==> config.mk <==
export PLATFORM = sky130hd
export DESIGN_NAME = banked_regfile
export DESIGN_NICKNAME = d
export VERILOG_FILES = /design/src/rtl/bank_pkg.sv /design/src/rtl/bank_index_map.sv /design/src/rtl/status_unit.sv /design/src/rtl/banked_regfile.sv
export SDC_FILE = /design/constraint.sdc
export NUM_CORES = 2
export LEC_CHECK = 0
export BUFFER_PORTS_ARGS = -buffer_cell sky130_fd_sc_hd__buf_2
export CORE_ASPECT_RATIO = 1.25
export CORE_UTILIZATION = 45
export CTS_CLUSTER_SIZE = 40
export DETAILED_ROUTE_END_ITERATION = 12
export SLEW_MARGIN = 20
export SYNTH_ARGS = -nofsm -noshare
export SYNTH_HDL_FRONTEND = slang
export SYNTH_SLANG_ARGS = --single-unit
==> constraint.sdc <==
create_clock -name clk -period 4.45 [get_ports clk]
set_input_delay 0.2225 -clock clk [delete_from_list [all_inputs] [get_ports clk]]
set_output_delay 0.2225 -clock clk [all_outputs]
set_load 0.05 [all_outputs]
==> src/rtl/bank_pkg.sv <==
package bank_pkg;

    localparam int MODE_W    = 5;
    localparam int VIDX_W    = 4;
    localparam int NUM_VIS   = 16;

    localparam logic [MODE_W-1:0] MODE_FAST = 5'h11;
    localparam logic [MODE_W-1:0] MODE_INTR = 5'h12;
    localparam logic [MODE_W-1:0] MODE_SUPV = 5'h13;
    localparam logic [MODE_W-1:0] MODE_ABRT = 5'h17;
    localparam logic [MODE_W-1:0] MODE_UNDF = 5'h1B;

    // fast-interrupt bank covers indices FAST_LO..FAST_LO+FAST_CNT-1
    localparam int FAST_LO   = 8;
    localparam int FAST_CNT  = 7;
    // pair bank covers PAIR_LO..PAIR_LO+PAIR_CNT-1 for each of PAIR_MODES modes
    localparam int PAIR_LO   = 13;
    localparam int PAIR_CNT  = 2;
    localparam int PAIR_MODES = 4;
    localparam int NUM_SAVED = PAIR_MODES + 1;

    localparam int FAST_BASE = NUM_VIS;
    localparam int PAIR_BASE = FAST_BASE + FAST_CNT;
    localparam int PHYS_CNT  = PAIR_BASE + PAIR_MODES * PAIR_CNT;
    localparam int PHYS_W    = $clog2(PHYS_CNT);
    localparam int SLOT_W    = $clog2(NUM_SAVED);

    localparam logic [31:0] STATUS_RESET = 32'h0000_00D3;

    typedef enum logic [2:0] {
        BK_NONE = 3'd0,
        BK_FAST = 3'd1,
        BK_INTR = 3'd2,
        BK_SUPV = 3'd3,
        BK_ABRT = 3'd4,
        BK_UNDF = 3'd5
    } bank_sel_e;

    function automatic bank_sel_e mode_to_bank(input logic [MODE_W-1:0] m);
        case (m)
            MODE_FAST: return BK_FAST;
            MODE_INTR: return BK_INTR;
            MODE_SUPV: return BK_SUPV;
            MODE_ABRT: return BK_ABRT;
            MODE_UNDF: return BK_UNDF;
            default:   return BK_NONE;
        endcase
    endfunction

endpackage

==> src/rtl/bank_index_map.sv <==
module bank_index_map
    import bank_pkg::*;
(
    input  bank_sel_e                 sel,
    input  logic [VIDX_W-1:0]         vidx,
    output logic [PHYS_W-1:0]         pidx
);

    int v;
    int k;

    always_comb begin
        v    = int'(vidx);
        k    = int'(sel) - int'(BK_INTR);
        pidx = PHYS_W'(v);
        if (sel == BK_FAST && v >= FAST_LO && v < FAST_LO + FAST_CNT) begin
            pidx = PHYS_W'(FAST_BASE + v - FAST_LO);
        end else if (sel != BK_NONE && sel != BK_FAST &&
                     v >= PAIR_LO && v < PAIR_LO + PAIR_CNT) begin
            pidx = PHYS_W'(PAIR_BASE + k * PAIR_CNT + v - PAIR_LO);
        end
    end

endmodule

==> src/rtl/status_unit.sv <==
module status_unit
    import bank_pkg::*;
#(
    parameter int XLEN = 32
) (
    input  logic             clk,
    input  logic             rst_n,
    input  logic             stat_we,
    input  logic [XLEN-1:0]  stat_wdata,
    input  logic             saved_we,
    input  logic [XLEN-1:0]  saved_wdata,
    input  logic             restore_req,
    output logic [XLEN-1:0]  stat_q,
    output bank_sel_e        sel,
    output logic [XLEN-1:0]  saved_rdata,
    output logic             restore_err
);

    typedef struct packed {
        logic [XLEN-1:0]                stat;
        logic [NUM_SAVED-1:0][XLEN-1:0] saved;
        logic                           err;
    } st_t;

    st_t st_d, st_q;
    logic              has_saved;
    logic [SLOT_W-1:0] slot;

    always_comb begin
        sel       = mode_to_bank(st_q.stat[MODE_W-1:0]);
        has_saved = (sel != BK_NONE);
        slot      = has_saved ? SLOT_W'(int'(sel) - 1) : '0;
        saved_rdata = has_saved ? st_q.saved[slot] : '0;

        st_d     = st_q;
        st_d.err = 1'b0;
        if (restore_req) begin
            if (has_saved) st_d.stat = st_q.saved[slot];
            else           st_d.err  = 1'b1;
        end else if (stat_we) begin
            st_d.stat = stat_wdata;
        end
        if (saved_we && has_saved) begin
            st_d.saved[slot] = saved_wdata;
        end
    end

    always_ff @(posedge clk) begin
        if (!rst_n) begin
            st_q.stat  <= XLEN'(STATUS_RESET);
            st_q.saved <= '0;
            st_q.err   <= 1'b0;
        end else begin
            st_q <= st_d;
        end
    end

    assign stat_q      = st_q.stat;
    assign restore_err = st_q.err;


    bad_restore_chk: assert property (@(posedge clk) disable iff (!rst_n)
        (restore_req && sel == BK_NONE) |=> (restore_err && $stable(stat_q)));


    good_restore_chk: assert property (@(posedge clk) disable iff (!rst_n)
        (restore_req && sel != BK_NONE) |=> (stat_q == $past(saved_rdata) && !restore_err));


    stat_write_chk: assert property (@(posedge clk) disable iff (!rst_n)
        (stat_we && !restore_req) |=> (stat_q == $past(stat_wdata)));


    saved_ignore_chk: assert property (@(posedge clk) disable iff (!rst_n)
        (saved_we && sel == BK_NONE) |=> $stable(st_q.saved));

endmodule

==> src/rtl/banked_regfile.sv <==
module banked_regfile
    import bank_pkg::*;
#(
    parameter int XLEN = 32
) (
    input  logic               clk,
    input  logic               rst_n,
    input  logic [3:0]         rd_a_idx,
    output logic [XLEN-1:0]    rd_a_data,
    input  logic [3:0]         rd_b_idx,
    output logic [XLEN-1:0]    rd_b_data,
    input  logic               wr_en,
    input  logic [3:0]         wr_idx,
    input  logic [XLEN-1:0]    wr_data,
    input  logic               stat_we,
    input  logic [XLEN-1:0]    stat_wdata,
    output logic [XLEN-1:0]    stat_q,
    output logic [4:0]         cur_mode,
    input  logic               saved_we,
    input  logic [XLEN-1:0]    saved_wdata,
    output logic [XLEN-1:0]    saved_rdata,
    input  logic               restore_req,
    output logic               restore_err
);

    localparam int NUM_RD = 2;

    typedef struct packed {
        logic [PHYS_CNT-1:0][XLEN-1:0] regs;
    } rf_t;

    rf_t rf_d, rf_q;
    bank_sel_e sel;

    logic [NUM_RD-1:0][VIDX_W-1:0] rd_vidx;
    logic [NUM_RD-1:0][PHYS_W-1:0] rd_pidx;
    logic [NUM_RD-1:0][XLEN-1:0]   rd_val;
    logic [PHYS_W-1:0]             wr_pidx;

    status_unit #(.XLEN(XLEN)) i_status (
        .clk         (clk),
        .rst_n       (rst_n),
        .stat_we     (stat_we),
        .stat_wdata  (stat_wdata),
        .saved_we    (saved_we),
        .saved_wdata (saved_wdata),
        .restore_req (restore_req),
        .stat_q      (stat_q),
        .sel         (sel),
        .saved_rdata (saved_rdata),
        .restore_err (restore_err)
    );

    assign rd_vidx[0] = rd_a_idx;
    assign rd_vidx[1] = rd_b_idx;

    for (genvar p = 0; p < NUM_RD; p++) begin : g_rd
        bank_index_map i_map (
            .sel  (sel),
            .vidx (rd_vidx[p]),
            .pidx (rd_pidx[p])
        );
        assign rd_val[p] = rf_q.regs[rd_pidx[p]];
    end

    bank_index_map i_wmap (
        .sel  (sel),
        .vidx (wr_idx),
        .pidx (wr_pidx)
    );

    always_comb begin
        rf_d = rf_q;
        if (wr_en) rf_d.regs[wr_pidx] = wr_data;
    end

    always_ff @(posedge clk) begin
        if (!rst_n) rf_q <= '0;
        else        rf_q <= rf_d;
    end

    assign rd_a_data = rd_val[0];
    assign rd_b_data = rd_val[1];
    assign cur_mode  = stat_q[MODE_W-1:0];


    write_visible_chk: assert property (@(posedge clk) disable iff (!rst_n)
        (wr_en && !stat_we && !restore_req) |=>
        (rd_a_idx != $past(wr_idx) || rd_a_data == $past(wr_data)));

endmodule

==> impl_metrics.ini <==
[sta]
finClkSkew_ns = 0.0273
rsz0062_at_grt = yes
hold_viol = 0
fmax_ghz = 0.186
relSlewSlack = 0.278
period_share = 1.21
setup_tns_ns = -44.43
setup_slack_ns = -0.922
finalSetupViolations = 64
tightest_slew_ns = 1.08
post-route-min-period_ns = 5.37
final_max_slew_viol_count = 0

[logic_synthesis]
syn_inst = 7736
synth_edf_count = 0
synth_warnings = 0
syn_area_sq_mm = 0.0648
synth.top_cell.area_share = 0.366
synth_cell_type_count = 84
postSynthAreaPerCell_sq_um = 8.37
synth_ff_type = dfxtp_1
synth_fp_nets = 7870
synth_common_cells = 1739 x nand2_1, 1185 x dfxtp_1, 983 x mux2i_1
synth_most_common_cell = nand2_1
ys_top_cells_by_area = dfxtp_1 37%, mux2i_1 15%, nand2_1 10%
synthArstFlopShare = 0
ys_ff_latch = 1185
synth_top_area_cell = dfxtp_1
ys_seq_area_frac = 0.366

[critical_path]
crit_fanout = 9
timing.rr.start = i_status.stat_q[2]$_SDFFE_PN0P_
critical_path.startpoint = i_status.stat_q[2]$_SDFFE_PN0P_
cp-start-kind = flip-flop
cp-endpoint = rd_b_data[20]
crit_arrival_ns = 5.15
crit_path_end_kind = primary output
crit_required_ns = 4.23
r2r_setup_slack_ns = 0.16
reg2reg_depth = 16
critical_path_class = flip-flop to primary output
r2r-end = rf_q[970]$_SDFFE_PN0P_

[clock_network]
cts_tree = built
clock_sinks = 1185
clk_pin_slew_ns = 0.06
clk_latency_ns = 0.78
cts.path.max_buffers = 3
cts_root_buffer = clkbuf_16
cts_inserted_buffers = 121
cts-htree-levels = 3

[floorplanning]
die_y_um = 426
coreArea_sq_mm = 0.143
start_util = 0.454
pin_count = 248
num_rows = 155
die_w_um = 341
die_area_sq_mm = 0.145

[power]
irDropWorstVdd_v = 0.000387
total_power_w = 0.0359
power.leakage_nw = 31.0
p_per_area_mw_per_mm2 = 448

[drt]
antenna_left = 0
first_iter_violations = 7742
avgRoutedWirePerCell_um = 27.9
routed_wirelength_um = 278000
vias = 61800
drc = 0
avgViaCountPerCell = 6.20
drtPass1Iterations = 6

[job]
maxCapViolations = 0

[global_routing]
gr-total-overflow = 0
grt_pass1_wl_um = 401000
grt_max_degree = 243
antenna_found_initial = 21
grt_pass1_vias = 58400
grt_util_all_layers = 0.369

[placement]
dpl.hpwl_um = 168000
dp.cells = 9474
gp_congestion = 0.973
port_buffers = 247

[layout]
post-route-util = 0.561
nFillCells = 12700
area_growth_pct = 23.7
drive_above_1_share = 0.182
nets = 8100
fin_cells = 9962

[worst_hold_path]
min_path_type = input port to flip-flop

[status]
status = finished, violations left
violations = negative setup slack
[where the power goes]
part	switching (W)	internal (W)
combinational	0.00840	0.00548
clock	0.00468	0.00622
sequential	0.000210	0.0109
total	0.0133	0.0226
[metrics by stage]
stage | worst slack, ns | area (sq um) | hold slack (ns)
after floorplan | 0.0124 | 64800 | 0.367
after global placement | -0.126 | 70700 | 0.446
after detailed placement | -0.227 | 70700 | 0.455
after CTS | -0.801 | 79500 | 0.000265
after global routing | -0.995 | 80100 | 0.0491
final | -0.922 | 80100 | 0.0347
[flip-flops by register name, indices dropped and copies added (netlist names)]
signal and cells:
i_status.st_q 160, i_status.restore_err 1, rf_q 992, i_status.stat_q 32
[area by class of cell]
| class | count | area [sq um] | share of cell area |
|---|---|---|---|
| Sequential cell | 1185 | 23700 | 0.296 |
| Tap cell | 1884 | 2360 | 0.0294 |
| Inverter | 19 | 76.3 | 0.000952 |
| Clock inverter | 45 | 582 | 0.00726 |
| Antenna cell | 10 | 25.0 | 0.000312 |
| Clock buffer | 180 | 3600 | 0.0450 |
| Timing Repair Buffer | 896 | 10300 | 0.129 |
| Multi-Input combinational cell | 5743 | 39400 | 0.492 |
[cells by family (layout without fill, tap and decap cells)]
group | after synthesis | after routing | share of synthesized area
xor gates and xnor gates | 15 | 15 | 0.00226
muxes | 1141 | 1141 | 0.192
other | 0 | 10 | 0
AOI/OAI and AO/OA | 1305 | 1307 | 0.145
adders and majority gates | 20 | 20 | 0.00421
buffers and inverters | 810 | 1140 | 0.0557
and+or+nand+nor | 3260 | 3260 | 0.235
DFF | 1185 | 1185 | 0.366
[critical path: stages, from the launching register on]
cell and delay [ns]:
dfxtp_4 0.36, nand3b_1 0.19, or2_4 0.29, ha_4 0.26, xnor2_2 0.16, ha_2 0.20
inv_2 0.04, fa_1 0.61, nand2_2 0.09, nor2_4 0.18, a221o_4 0.39, buf_12 0.21
buf_8 0.16, mux2_2 0.36, a21oi_2 0.14, o21ai_1 0.06, a211o_1 0.43, buf_12 0.20
[layer usage]
layer | up-vias | track usage | routed length (um)
li1 | 27300 | - | -
met1 | 29700 | 0.450 | 104000
met5 | - | 0 | 85
met2 | 3740 | 0.576 | 123000
met3 | 1082 | 0.0848 | 29000
met4 | 12 | 0.258 | 22300
[cell usage in the layout (no fill, tap or decap), drive strengths merged, types with 94 or more instances in the layout]
cell type    instances
a211o               96
a21boi             480
a21oi              100
buf                792
clkbuf             182
dfxtp             1185
dlygate4sd3         94
mux2i              984
nand2             1745
nand3              493
nand4              121
nor2               121
nor2b              691
o21ai              198
[timing repair]
item	CTS	global route
hold buffers	94	0
resized for setup	342	87
endpoints found under the setup margin	94	326
cloned	39	2
pin swaps	145	69
endpoints found under the hold margin	386	0
buffers inserted	101	23
[worst min-delay path by stage]
stage | end | cells past startpoint | start | slack, ns
final | rf_q[533]$_SDFFE_PN0P_ | 3 | wr_data[21] | 0.03
after global routing | rf_q[192]$_SDFFE_PN0P_ | 3 | wr_data[0] | 0.05
after CTS | rf_q[192]$_SDFFE_PN0P_ | 3 | wr_data[0] | 0.0003
after detailed placement | i_status.st_q[95]$_SDFFE_PN0P_ | 2 | i_status.st_q[95]$_SDFFE_PN0P_ | 0.46
after global placement | i_status.stat_q[7]$_SDFFE_PN1P_ | 2 | i_status.stat_q[7]$_SDFFE_PN1P_ | 0.45
after floorplan | i_status.st_q[100]$_SDFFE_PN0P_ | 2 | saved_wdata[3] | 0.37
(Power assumes the default switching activity.)
